===== config.mk =====
export PLATFORM = sky130hd
export DESIGN_NAME = pwrdn_ctrl
export DESIGN_NICKNAME = d
export VERILOG_FILES = /design/src/rtl/pwrdn_pkg.sv /design/src/rtl/pwrdn_sync.sv /design/src/rtl/pwrdn_seq.sv /design/src/rtl/pwrdn_ctrl.sv
export SDC_FILE = /design/constraint.sdc
export NUM_CORES = 1
export LEC_CHECK = 0
export ABC_AREA = 1
export BUFFER_PORTS_ARGS = -buffer_cell sky130_fd_sc_hd__buf_2
export CAP_MARGIN = 15
export CORE_AREA = 5 5 42 44
export CTS_CLUSTER_DIAMETER = 120
export DETAILED_ROUTE_END_ITERATION = 10
export DIE_AREA = 0 0 47 49
export HOLD_SLACK_MARGIN = 0.02
export PLACE_DENSITY = 0.38
export SLEW_MARGIN = 40
export SYNTH_ARGS = -nofsm -noshare
export SYNTH_HDL_FRONTEND = slang
export SYNTH_SLANG_ARGS = --single-unit

===== constraint.sdc =====
create_clock -name clk_i -period 1.4 [get_ports clk_i]
set_input_delay 0.28 -clock clk_i [delete_from_list [all_inputs] [get_ports clk_i]]
set_output_delay 0.28 -clock clk_i [all_outputs]
set_load 0.03 [all_outputs]

===== src/rtl/pwrdn_pkg.sv =====
package pwrdn_pkg;
  localparam int unsigned N_CTL_DOM   = 2;
  localparam int unsigned N_STAGE_DOM = 3;
  localparam int unsigned SYNC_DEPTH  = 2;

  typedef enum int unsigned {
    STG_CORE = 0,
    STG_DSP  = 1,
    STG_OUT  = 2
  } stage_idx_e;
endpackage


===== src/rtl/pwrdn_sync.sv =====
module pwrdn_sync #(
  parameter int unsigned DEPTH = 2
) (
  input  logic clk_i,
  input  logic rst_ni,
  input  logic async_i,
  output logic sync_o
);
  logic [DEPTH-1:0] chain_q;

  always_ff @(posedge clk_i or negedge rst_ni) begin
    if (!rst_ni) chain_q <= '0;
    else         chain_q <= {chain_q[DEPTH-2:0], async_i};
  end

  assign sync_o = chain_q[DEPTH-1];
endmodule


===== src/rtl/pwrdn_seq.sv =====
module pwrdn_seq #(
  parameter int unsigned N_STG = 3
) (
  input  logic             clk_i,
  input  logic             rst_ni,
  input  logic             hold_i,
  output logic [N_STG-1:0] en_o
);
  localparam int unsigned CW = $clog2(N_STG + 1);
  localparam logic [CW-1:0] TOP = CW'(N_STG);

  logic [CW-1:0] lvl_q;

  always_ff @(posedge clk_i or negedge rst_ni) begin
    if (!rst_ni)           lvl_q <= '0;
    else if (hold_i)       lvl_q <= '0;
    else if (lvl_q != TOP) lvl_q <= lvl_q + 1'b1;
  end

  // stop is combinational, wake is one stage per edge
  for (genvar k = 0; k < N_STG; k++) begin : g_stage
    assign en_o[k] = !hold_i && (32'(lvl_q) > k);
  end

  for (genvar k = 1; k < N_STG; k++) begin : g_order
    // a later stage never runs without the one before it
    p_order_r5: assert property (@(posedge clk_i) disable iff (!rst_ni)
      en_o[k] |-> en_o[k-1]);
  end

  // at most one stage wakes per edge
  p_one_step_r5: assert property (@(posedge clk_i) disable iff (!rst_ni)
    $countones(en_o) <= $countones($past(en_o)) + 1);
endmodule


===== src/rtl/pwrdn_ctrl.sv =====
module pwrdn_ctrl
  import pwrdn_pkg::*;
#(
  parameter int unsigned N_CTL = N_CTL_DOM,
  parameter int unsigned N_STG = N_STAGE_DOM,
  parameter int unsigned SYNC  = SYNC_DEPTH
) (
  input  logic             clk_i,
  input  logic             rst_ni,
  input  logic             pin_pwdn_i,
  input  logic             part_pwdn_i,
  input  logic             amp_pwdn_i,
  input  logic             pll_bypass_i,
  output logic [N_CTL-1:0] ctl_en_o,
  output logic [N_STG-1:0] stage_en_o,
  output logic             amp_pwdn_o,
  output logic             pll_pd_o
);
  logic pin_s;
  logic hold;

  pwrdn_sync #(.DEPTH(SYNC)) u_sync (
    .clk_i   (clk_i),
    .rst_ni  (rst_ni),
    .async_i (pin_pwdn_i),
    .sync_o  (pin_s)
  );

  // pin outranks the register bit
  assign hold     = pin_s || part_pwdn_i;
  assign ctl_en_o = {N_CTL{!pin_s}};

  pwrdn_seq #(.N_STG(N_STG)) u_seq (
    .clk_i  (clk_i),
    .rst_ni (rst_ni),
    .hold_i (hold),
    .en_o   (stage_en_o)
  );

  assign amp_pwdn_o = amp_pwdn_i;
  assign pll_pd_o   = pll_bypass_i;

  // control clocks off implies every stage off
  p_full_off_r1: assert property (@(posedge clk_i) disable iff (!rst_ni)
    (ctl_en_o == '0) |-> (stage_en_o == '0));

  // register request keeps control clocks, drops stages
  p_part_keep_ctl_r3: assert property (@(posedge clk_i) disable iff (!rst_ni)
    (part_pwdn_i && ctl_en_o != '0) |-> (stage_en_o == '0 && ctl_en_o == '1));

  // control enables all on or all off
  p_ctl_uniform_r4: assert property (@(posedge clk_i) disable iff (!rst_ni)
    (ctl_en_o == '0) || (ctl_en_o == '1));
endmodule


Yosys cells after proc, flatten, opt, wreduce, memory -nomap -nowiden
Cells that the tools add are included.
{ "word_totals": {"out_inout_bits": 7, "inputBits": 6, "regBits": 4, "elab_cells": 16} }
{ "classes": {"n_eq_ne": 1, "n_reduce_logical": 7, "mux": 2, "order_cmp": 3, "addsub": 1} }
{ "op_table": {"columns": ["cell", "n"], "rows": [
  ["2-bit by 1-bit > comparator with 1-bit output, second input constant", 2],
  ["2-bit 2-to-1 mux", 2],
  ["1-bit logical AND", 3],
  ["2-bit by 1-bit adder with 2-bit output, second input constant", 1],
  ["2-bit > comparator, second input constant", 1],
  ["1-bit logical NOT", 2],
  ["2-bit != test, second input constant", 1],
  ["2-bit nonzero test", 1],
  ["1-bit logical OR", 1]
]} }

Longest topological paths before layout
Gate-level depths: netlist of the first run.
{ "depth": {"ltp_word": 3, "ltp_mapped": 6, "ltp_nobuf": 6} }

By module
Synthesis of the first run repeated with hierarchy kept, for this count alone.
{ "hier_totals": {"hier_cells": 26, "area_unflattened_um2": 229.0} }
{ "modules_own_cells": {"columns": ["mod", "cells_each", "area_each_um2", "seq_area_each_um2", "n_inst"], "rows": [
  ["pwrdn_seq", 18, 142.6, 50.0, 1],
  ["pwrdn_sync", 2, 50.0, 50.0, 1],
  ["pwrdn_ctrl", 6, 36.3, 0.0, 1]
]} }

Worst setup path before layout of the first run
OpenSTA, ideal clock, no wires.
{ "synth_timing": {"kind": "register to output", "startpoint": "reg u_seq.lvl_q[0]", "endpoint": "out stage_en_o[0]", "stages_incl_launch_ff": 4, "required_time_ns": 1.120, "n_path_buf": 0, "arrival_ns": 1.036, "path_slack_ns": 0.084, "cell_sequence": "dfrtp_1 inv_2 ha_1 nor2_1"} }
{ "synth_via": {"elab_chain_cells": 2} }
{ "synth_lines": {"columns": ["element", "line", "text"], "rows": [
  ["start: declaration", "pwrdn_seq.sv:12", "logic [CW-1:0] lvl_q;"],
  ["start signal: assignment", "pwrdn_seq.sv:17", "else if (lvl_q != TOP) lvl_q <= lvl_q + 1'b1;"],
  ["2-bit by 1-bit > comparator with 1-bit output", "pwrdn_seq.sv:22", "assign en_o[k] = !hold_i && (32'(lvl_q) > k);"],
  ["1-bit logical AND", "pwrdn_seq.sv:22", null],
  ["end: declaration", "pwrdn_ctrl.sv:15", "output logic [N_STG-1:0] stage_en_o,"]
]} }
Every way passes these cells.

Worst setup path after layout of the first run
{ "layout_timing": {"startpoint": "reg u_seq.lvl_q[0]", "endpoint": "out stage_en_o[2]"} }
{ "layout_via": {"elab_chain_cells": 2} }
{ "layout_lines": {"columns": ["element", "line"], "rows": [
  ["2-bit > comparator", "pwrdn_seq.sv:22"],
  ["1-bit logical AND", "pwrdn_seq.sv:22"]
]} }
Every way passes these cells.

==> flow_summary.json, run 1 <==
{
  "max_fclk_ghz": 0.728,
  "numCtsBuffers": 3,
  "synth_xor_xnor_area_share": 0,
  "timing.rr.start": "u_seq.lvl_q[0]",
  "fp.dieArea_um2": 2300,
  "die_height_um": 49,
  "syn-instance-count": 31,
  "grt_first_pass_wirelength_um": 765,
  "yosys-top-cells-area": "dfrtp_1 39%, ha_1 20%, nor2_1 10%",
  "finalPower_uw": 326,
  "area_growth_synth_to_finish_pct": 61.8,
  "timing.final.setup_violations": 0,
  "clock_power_frac": 0.417,
  "critPathMaxFanout": 4,
  "total_leakage_power_nw": 0.217,
  "tritoncts": "built",
  "post_drt_via_cell_ratio": 3.45,
  "simple_gate_fraction_of_synth_area": 0.221,
  "power.share.combinational": 0.193,
  "pwr-share-seq": 0.390,
  "grt_max_degree": 5,
  "max_slew_margin": 0.887,
  "netlist.top_cell.by_area": "dfrtp_1",
  "fin_crit_ns": 1.37,
  "finalCritPeriodShare": 0.982,
  "critical_path_required_ns": 1.12,
  "num-fill-cells": 163,
  "antenna-diode-count": 0,
  "asyncSetResetFlopFracSynth": 1.00,
  "max-vdd-ir-drop_uv": 312,
  "post_synth_instance_area_um2": 255,
  "die-width_um": 47,
  "synth-edff-count": 0,
  "drv_cap": 0,
  "initial_util": 0.182,
  "synth_nets": 41,
  "dr_total_vias": 221,
  "synth_warnings": 0,
  "synth-adder-area-share": 0.196,
  "worst-setup-path-type": "reg2out",
  "remaining_antenna_violation_count": 0,
  "yosysSeqAreaShare": 0.392,
  "synth_top_family_by_area": "simple AND/OR/NAND/NOR gates",
  "coreArea_um2": 1400,
  "yosys.cell_types.count": 9,
  "place_congestion": 0.638,
  "cellPowerDensity_nw_per_um2": 790,
  "route.detailed.drc": 0,
  "power.switching_uw": 76.6,
  "timing_startpoint_of_the_critical_path": "u_seq.lvl_q[0]",
  "postSynthAreaPerCell_um2": 8.23,
  "timing.hold.ws_ns": 0.158,
  "worst-slew-pin-transition_ns": 0.170,
  "dr.first_iter.drc_count": 0,
  "drt-wirelength-per-cell_um": 7.75,
  "rows": 14,
  "clock_tree.htree_level_count": 1,
  "worst_setup_start_kind": "flip-flop",
  "grt_antenna_before_repair": 0,
  "grt_overflow_total": 0,
  "hold_start": "pin_pwdn_i",
  "grt.total_usage": 0.0487,
  "top_level_ports": 13,
  "cts_buffer_depth": 2,
  "p_int_uw": 249,
  "dr.pass1.iters": 1,
  "cp-end-kind": "output port",
  "vias_in_the_first_global_route": 215,
  "net_count_final": 60,
  "synth_compound_gate_area_share": 0,
  "ys_ff_latch": 4,
  "yosys-top-cells-count": "7 x nor2_1, 5 x nand2_1, 4 x dfrtp_1, 4 x ha_1",
  "most_frequent_cell_after_synthesis": "nor2_1",
  "worst_ep_arrival_time_ns": 1.09,
  "timing.final.max_slew_violations": 0,
  "synth_top_flop_cell": "dfrtp_1",
  "synthMuxAreaShare": 0,
  "port_buffers": 8,
  "power.switching_fraction": 0.235,
  "number_of_hold_violations_in_the_final_report": 0,
  "wirelength_um": 496,
  "rsz0062_at_grt": "yes",
  "finClkSkew_ns": 0.0000181,
  "netlist.area_leader.share": 0.392,
  "min_path_type": "in2reg",
  "tritoncts_num_sinks": 4,
  "final_layout_size_suffix_gt1_frac": 0.604,
  "ctsRootBufferMaster": "clkbuf_4",
  "path_clk_slew_ns": 0.04,
  "status": "finished clean",
  "insertion_delay_ns": 0.23,
  "detailed_place_hpwl_um": 352
}
-- worst max-delay path, stage by stage (launching register included) --
cell and delay (ns):
dfrtp_1 0.41, ha_2 0.19, inv_1 0.03, nor2_1 0.07
buf_4 0.16
-- cell families after synthesis --
group	Yosys count
fa+ha+maj	4
buf+inv	10
flops	4
simple gates	13
-- state kept, by name, summed over array words and instances, names as in the netlist --
register        count
u_seq.lvl_q         2
u_sync.chain_q      2
-- area by class of cell --
class	count	area (µm²)	area share
timing repair buffer	17	125	0.303
tap	16	20.0	0.0485
multi-input combinational	17	119	0.288
clock buffer	3	22.5	0.0545
sequential	4	100	0.242
inverter	7	26.3	0.0636
-- through the flow --
step                      cell area, µm²   util  instances  setup TNS [ns]  setup slack, ns
after floorplan                      255      -         31               0           0.0844
final                                413  0.295         64               0           0.0255
after global placement               293  0.209         52               0            0.168
after detailed placement             293  0.209         52               0            0.168
after CTS                            383  0.273         62               0          0.00492
after global routing                 413  0.295         64         -0.0988          -0.0397
-- timing repair --
| item | CTS | global route |
|---|---|---|
| hold endpoints to repair | 4 | 0 |
| hold buffers | 1 | 0 |
| gates resized for setup | 5 | 6 |
| pin swaps | 2 | 4 |
| buffers inserted | 6 | 2 |
| setup endpoints to repair | 3 | 3 |
-- layer usage --
metal / global-route usage / vias to the layer above / part of all wire
met5: 0 / - / 0
met2: 0.0814 / 3 / 0.61
met1: 0.0354 / 100 / 0.31
met3: 0.0295 / 0 / 0.077
met4: 0.0415 / 0 / 0
li1: - / 118 / -
-- path summary, 6_finish.rpt --
| path | cells past startpoint | end | slack [ns] |
|---|---|---|---|
| setup / recovery | 4 | stage_en_o[2] | 0.03 |
| hold / removal | 1 | u_sync.chain_q[0] | 0.16 |
| setup reg to reg | 9 | u_seq.lvl_q[0] | 0.09 |
| hold reg to reg | 0 | u_sync.chain_q[1] | 0.35 |
| max in group asynchronous | 2 | u_seq.lvl_q[1] | 0.90 |
| min in group asynchronous | 2 | u_sync.chain_q[0] | 0.38 |
-- cells in the final DEF, fill, tap and decap left out, drive strengths merged --
cell type,netlist,layout
buf,3,16
nor2,8,8
inv,6,6
nand2,5,5
dfrtp,4,4
ha,4,4
clkbuf,0,3
clkinv,1,1
dlygate4sd3,0,1
-- power groups by stage --
stage          Combinational, mW  Clock (mW)  Sequential, mW
2_1_floorplan             0.0380           0           0.128
3_3_place_gp              0.0391           0           0.129
3_5_place_dp              0.0386           0           0.129
4_1_cts                   0.0554       0.144           0.127
5_1_grt                   0.0697       0.151           0.128
6_report                  0.0629       0.136           0.127
(Power assumes the default switching activity.)
==> inputs of run 2 (changes only) <==
PLACE_DENSITY = 0.36   (was 0.38)
SYNTH_HIERARCHICAL = 1   (was default)
==> run 2 against run 1 <==
Against the previous run: the run now ends with negative setup slack left; first-iteration DRC count grew 1; power decreased by 5.6%; wire length decreased by 6.0%; combinational power decreased by 28%; cell count shrank 14%; critical path depth did not move; maximum frequency down 2.0%; sequential share of layout area rose by 3.6 points; hold slack worse by 0.0019 ns; non-clock buffer count down 4; register-to-register slack improved by 0.19 ns; largest power group unchanged.
==> flow_summary.json, run 2 <==
{
  "finalPower_uw": 308,
  "yosysSeqAreaShare": 0.437,
  "worst_ep_arrival_time_ns": 1.12,
  "min_path_type": "in2reg",
  "rsz0062_at_grt": "yes",
  "mostFrequentLayoutCells": "5 x buf_2, 5 x buf_4, 4 x inv_2, 4 x nand3_1, 4 x dfrtp_1",
  "coreArea_um2": 1400,
  "drt-wirelength-per-cell_um": 8.47,
  "timing.final.max_slew_violations": 0,
  "net_count_final": 50,
  "cts_buffer_depth": 2,
  "yosys.cell_types.count": 10,
  "critPathMaxFanout": 3,
  "fin_crit_ns": 1.40,
  "fin_area_um2": 359,
  "die_height_um": 49,
  "dpl-instance-area_um2": 272,
  "post_drt_via_cell_ratio": 3.56,
  "area_growth_synth_to_finish_pct": 56.8,
  "numCtsBuffers": 3,
  "synth-edff-count": 0,
  "cellPowerDensity_nw_per_um2": 858,
  "timing.final.setup_violations": 2,
  "finClkSkew_ns": 0.00197,
  "total_leakage_power_nw": 0.186,
  "yosys-top-cells-area": "dfrtp_1 44%, ha_1 16%, buf_4 9.8%",
  "post_synth_instance_area_um2": 229,
  "max-vdd-ir-drop_uv": 360,
  "fp.dieArea_um2": 2300,
  "tritoncts": "built",
  "cp-end-kind": "output port",
  "final_layout_size_suffix_gt1_frac": 0.641,
  "worst-setup-path-type": "reg2out",
  "insertion_delay_ns": 0.23,
  "remaining_antenna_violation_count": 0,
  "wirelength_um": 466,
  "port_buffers": 8,
  "grt_overflow_total": 0,
  "ys_ff_latch": 4,
  "detailed_place_hpwl_um": 343,
  "tritoncts_num_sinks": 4,
  "number_of_hold_violations_in_the_final_report": 0,
  "final_critical_path_setup_slack_ns": -0.00199,
  "asyncSetResetFlopFracSynth": 1.00,
  "syn-instance-count": 26,
  "netlist.area_leader.share": 0.437,
  "critical_path_required_ns": 1.12,
  "grt_antenna_before_repair": 0,
  "yosys-top-cells-count": "4 x dfrtp_1, 4 x inv_1, 4 x nand3_1, 3 x buf_4, 3 x ha_1",
  "grt_first_pass_wirelength_um": 717,
  "grt.total_usage": 0.0453,
  "top_level_ports": 13,
  "dr.first_iter.drc_count": 1,
  "max_slew_margin": 0.899,
  "finalCritPeriodShare": 1.00,
  "clock_tree.htree_level_count": 1,
  "worst_setup_start_kind": "flip-flop",
  "drv_cap": 0,
  "setup_tns_ns": -0.00284,
  "place_congestion": 0.549,
  "postSynthAreaPerCell_um2": 8.81,
  "synth_nets": 35,
  "ctsRootBufferMaster": "clkbuf_4",
  "grt_max_degree": 5,
  "dr.pass1.iters": 4,
  "vias_in_the_first_global_route": 206,
  "dr_total_vias": 196,
  "netlist.top_cell.by_area": "dfrtp_1",
  "rows": 14,
  "max_fclk_ghz": 0.713,
  "path_clk_slew_ns": 0.04,
  "reg_top3": "u_seq/lvl_q: 2 flops, u_sync/chain_q: 2 flops",
  "violations_in_the_final_reports": "negative setup slack",
  "antenna-diode-count": 0,
  "synth_warnings": 6,
  "initial_util": 0.163,
  "status": "finished with violations",
  "die-width_um": 47,
  "route.detailed.drc": 0,
  "synth_top_flop_cell": "dfrtp_1",
  "worst-slew-pin-transition_ns": 0.151
}
==> run 2: cell count changes after synthesis, sizes merged <==
cell / delta
nand3: +4
nor3: +1
ha: -1
nand2: -2
nor2: -6
clkinv: -1
==> run 2: layout make-up <==
cell class	count	area (µm²)
fill	164	1040
sequential	4	100
multi-input combinational	13	98.8
timing repair buffer	13	95.1
clock buffer	3	22.5
inverter	6	22.5
tap	16	20.0
==> run 2: cell families (layout without fill, tap and decap cells) <==
family                     after synthesis  count (layout)  share of synthesized area
adders and majority gates                3               3                      0.164
buffers and inverters                    9              22                      0.197
DFF                                      4               4                      0.437
and+or+nand+nor                         10              10                      0.202
==> run 2: timing repair <==
action                                  CTS  global route
gates resized for setup                   9             2
hold buffers                              1             0
endpoints found under the setup margin    3             3
pin swaps                                 4             1
hold endpoints to repair                  4             0
setup buffers                             3             1
==> run 2: stage by stage <==
step           std cells  worst slack [ns]  utilization  hold slack [ns]
2_1_floorplan         26            0.0660            -          -0.0156
3_3_place_gp          47             0.135        0.194           0.0860
3_5_place_dp          47             0.116        0.194           0.0861
4_1_cts               54           -0.0263        0.246            0.146
5_1_grt               55           -0.0604        0.256            0.148
6_report              55          -0.00199        0.256            0.156
==> run 2: worst paths after layout <==
kind | startpoint | end | slack (ns) | cells past startpoint
max | u_seq/lvl_q[1] | stage_en_o[1] | -0.002 | 4
min | pin_pwdn_i | u_sync/chain_q[0] | 0.16 | 1
max reg2reg | u_seq/lvl_q[0] | u_seq/lvl_q[1] | 0.28 | 5
min reg2reg | u_sync/chain_q[0] | u_sync/chain_q[1] | 0.35 | 0
max in group asynchronous | rst_ni | u_seq/lvl_q[1] | 0.90 | 2
min in group asynchronous | rst_ni | u_sync/chain_q[1] | 0.38 | 2
==> run 2: worst max-delay path, cell delays in order, from the launching register on <==
cell     delay [ns]
dfrtp_1        0.37
inv_2          0.07
ha_2           0.18
nor3_2         0.09
buf_4          0.18
==> run 2: power breakdown <==
part	total [mW]	internal [mW]	switching [mW]	leakage [nW]
clock	0.136	0.0954	0.0410	0.0138
combinational	0.0456	0.0190	0.0267	0.122
sequential	0.126	0.122	0.00396	0.0502
total	0.308	0.236	0.0716	0.186
==> run 2: per-layer routing <==
| metal | wire [µm] | up-vias | GRT usage |
|---|---|---|---|
| met5 | 0 | - | 0 |
| met4 | 0 | 0 | 0.0599 |
| met3 | 34 | 0 | 0.0111 |
| met2 | 281 | 3 | 0.0701 |
| met1 | 150 | 91 | 0.0379 |
| li1 | - | 102 | - |
==> inputs of run 3 (changes only) <==
CTS_BUF_LIST = sky130_fd_sc_hd__clkbuf_8   (was default)
TNS_END_PERCENT = 30   (was default)
==> run 3 against run 2 <==
Against the previous run: largest cell class is now multi-input gates; combinational power down 2%; the run now ends clean; critical path depth unchanged; critical path type unchanged; sequential share of layout area grew 0.097 points; non-clock buffer count decreased by 3; via count is 5.6% lower.
==> flow_summary.json, run 3 (same netlist as run 2, synthesis figures left out) <==
{
  "status": "finished clean",
  "worst_ep_arrival_time_ns": 1.11,
  "max-vdd-ir-drop_uv": 511,
  "die-width_um": 47,
  "numCtsBuffers": 3,
  "worst-setup-path-type": "reg2out",
  "clock_tree.htree_level_count": 1,
  "timing.hold.worst_path_depth": 1,
  "dr.first_iter.drc_count": 1,
  "post_drt_via_cell_ratio": 3.56,
  "insertion_delay_ns": 0.21,
  "place_congestion": 0.549,
  "vias_in_the_first_global_route": 199,
  "drv_cap": 0,
  "dr_total_vias": 185,
  "hold_end": "u_sync/chain_q[0]",
  "tritoncts": "built",
  "setup_tns_ns": 0,
  "grt_overflow_total": 0,
  "hold_start": "pin_pwdn_i",
  "grt.total_usage": 0.0460,
  "reg_top3": "u_seq/lvl_q: 2 flops, u_sync/chain_q: 2 flops",
  "cellPowerDensity_nw_per_um2": 1130,
  "max_fclk_ghz": 0.720,
  "die_height_um": 49,
  "dr.pass1.iters": 5,
  "setup.reg_to_reg.worst_slack_ns": 0.38,
  "grt_antenna_before_repair": 0,
  "min_path_type": "in2reg",
  "grt_first_pass_wirelength_um": 703,
  "antenna-diode-count": 0,
  "final_layout_size_suffix_gt1_frac": 0.639,
  "rsz0062_at_grt": "yes",
  "timing.final.setup_violations": 0,
  "finalPower_uw": 405,
  "worst_setup_start_kind": "flip-flop",
  "number_of_hold_violations_in_the_final_report": 0,
  "area_growth_synth_to_finish_pct": 56.3,
  "net_count_final": 47,
  "tritoncts_num_sinks": 4,
  "reg2reg_depth": 4,
  "remaining_antenna_violation_count": 0,
  "timing.rr.start": "u_seq/lvl_q[0]",
  "worst-slew-pin-transition_ns": 0.151,
  "total_leakage_power_nw": 0.179,
  "port_buffers": 8,
  "route.detailed.drc": 0,
  "numPlacedInstances": 47,
  "cts_buffer_depth": 2,
  "wirelength_um": 430,
  "fin_crit_ns": 1.39,
  "top_level_ports": 13,
  "finalCritPeriodShare": 0.992,
  "ctsRootBufferMaster": "clkbuf_8",
  "fp.dieArea_um2": 2300,
  "coreArea_um2": 1400,
  "critPathMaxFanout": 4,
  "layout.cells.non_filler": 52,
  "timing_startpoint_of_the_critical_path": "u_seq/lvl_q[0]",
  "num-fill-cells": 161,
  "timing.final.max_slew_violations": 0,
  "max_slew_margin": 0.900,
  "cp-end-kind": "output port",
  "mostFrequentLayoutCells": "5 x buf_2, 4 x inv_2, 4 x nand3_1, 4 x dfrtp_1",
  "critical_path_required_ns": 1.12,
  "drt-wirelength-per-cell_um": 8.27,
  "initial_util": 0.163,
  "detailed_place_hpwl_um": 343,
  "final_common_cell": "buf_2",
  "finClkSkew_ns": 0.00185,
  "reg2reg_to": "u_seq/lvl_q[1]",
  "rows": 14,
  "grt_max_degree": 5,
  "path_clk_slew_ns": 0.03
}
==> run 3: routing by layer <==
| metal | track usage | part of all wire | up-vias |
|---|---|---|---|
| met1 | 0.0335 | 0.32 | 85 |
| met3 | 0.0221 | 0.10 | 0 |
| met5 | 0 | 0 | - |
| met4 | 0.0599 | 0 | 0 |
| li1 | - | - | 95 |
| met2 | 0.0701 | 0.57 | 5 |
==> run 3: critical path, stage by stage (launching register included) <==
cell and delay [ns]:
dfrtp_1 0.39, ha_2 0.23, inv_2 0.05, nor2_2 0.07
buf_4 0.16
==> run 3: area by class of cell <==
cell class	instances	area, µm²	share of cell area
Clock buffer	3	41.3	0.115
Multi-Input combinational cell	13	101	0.283
Inverter	6	22.5	0.0629
Sequential cell	4	100	0.280
Tap cell	16	20.0	0.0559
Timing Repair Buffer	10	72.6	0.203
==> run 3: worst max path at each step <==
stage          depth (start not counted)  slack, ns            end
2_1_floorplan                          3       0.07  stage_en_o[1]
3_3_place_gp                           4       0.14  stage_en_o[1]
3_5_place_dp                           4       0.12  stage_en_o[1]
4_1_cts                                4      -0.02  stage_en_o[2]
5_1_grt                                4      -0.04  stage_en_o[1]
6_report                               4       0.01  stage_en_o[2]
==> run 3: power breakdown <==
group	internal, mW	total, mW	switching [mW]
Sequential	0.122	0.126	0.00395
Clock	0.183	0.234	0.0518
Combinational	0.0181	0.0447	0.0266
==> run 3: repair_timing <==
item	4_1_cts	5_1_grt
pin swaps	3	0
endpoints found under the setup margin	3	3
gates resized for setup	7	5
hold buffers	1	0
buffers inserted	1	0
endpoints found under the hold margin	4	0
==> run 3: stage by stage <==
stage | cell area, µm² | worst slack (ns) | util | hold WS (ns)
3_3_place_gp | 272 | 0.135 | 0.194 | 0.0860
2_1_floorplan | 234 | 0.0660 | - | -0.0156
5_1_grt | 358 | -0.0434 | 0.255 | 0.171
4_1_cts | 345 | -0.0172 | 0.246 | 0.168
6_report | 358 | 0.0110 | 0.255 | 0.173
3_5_place_dp | 272 | 0.116 | 0.194 | 0.0861
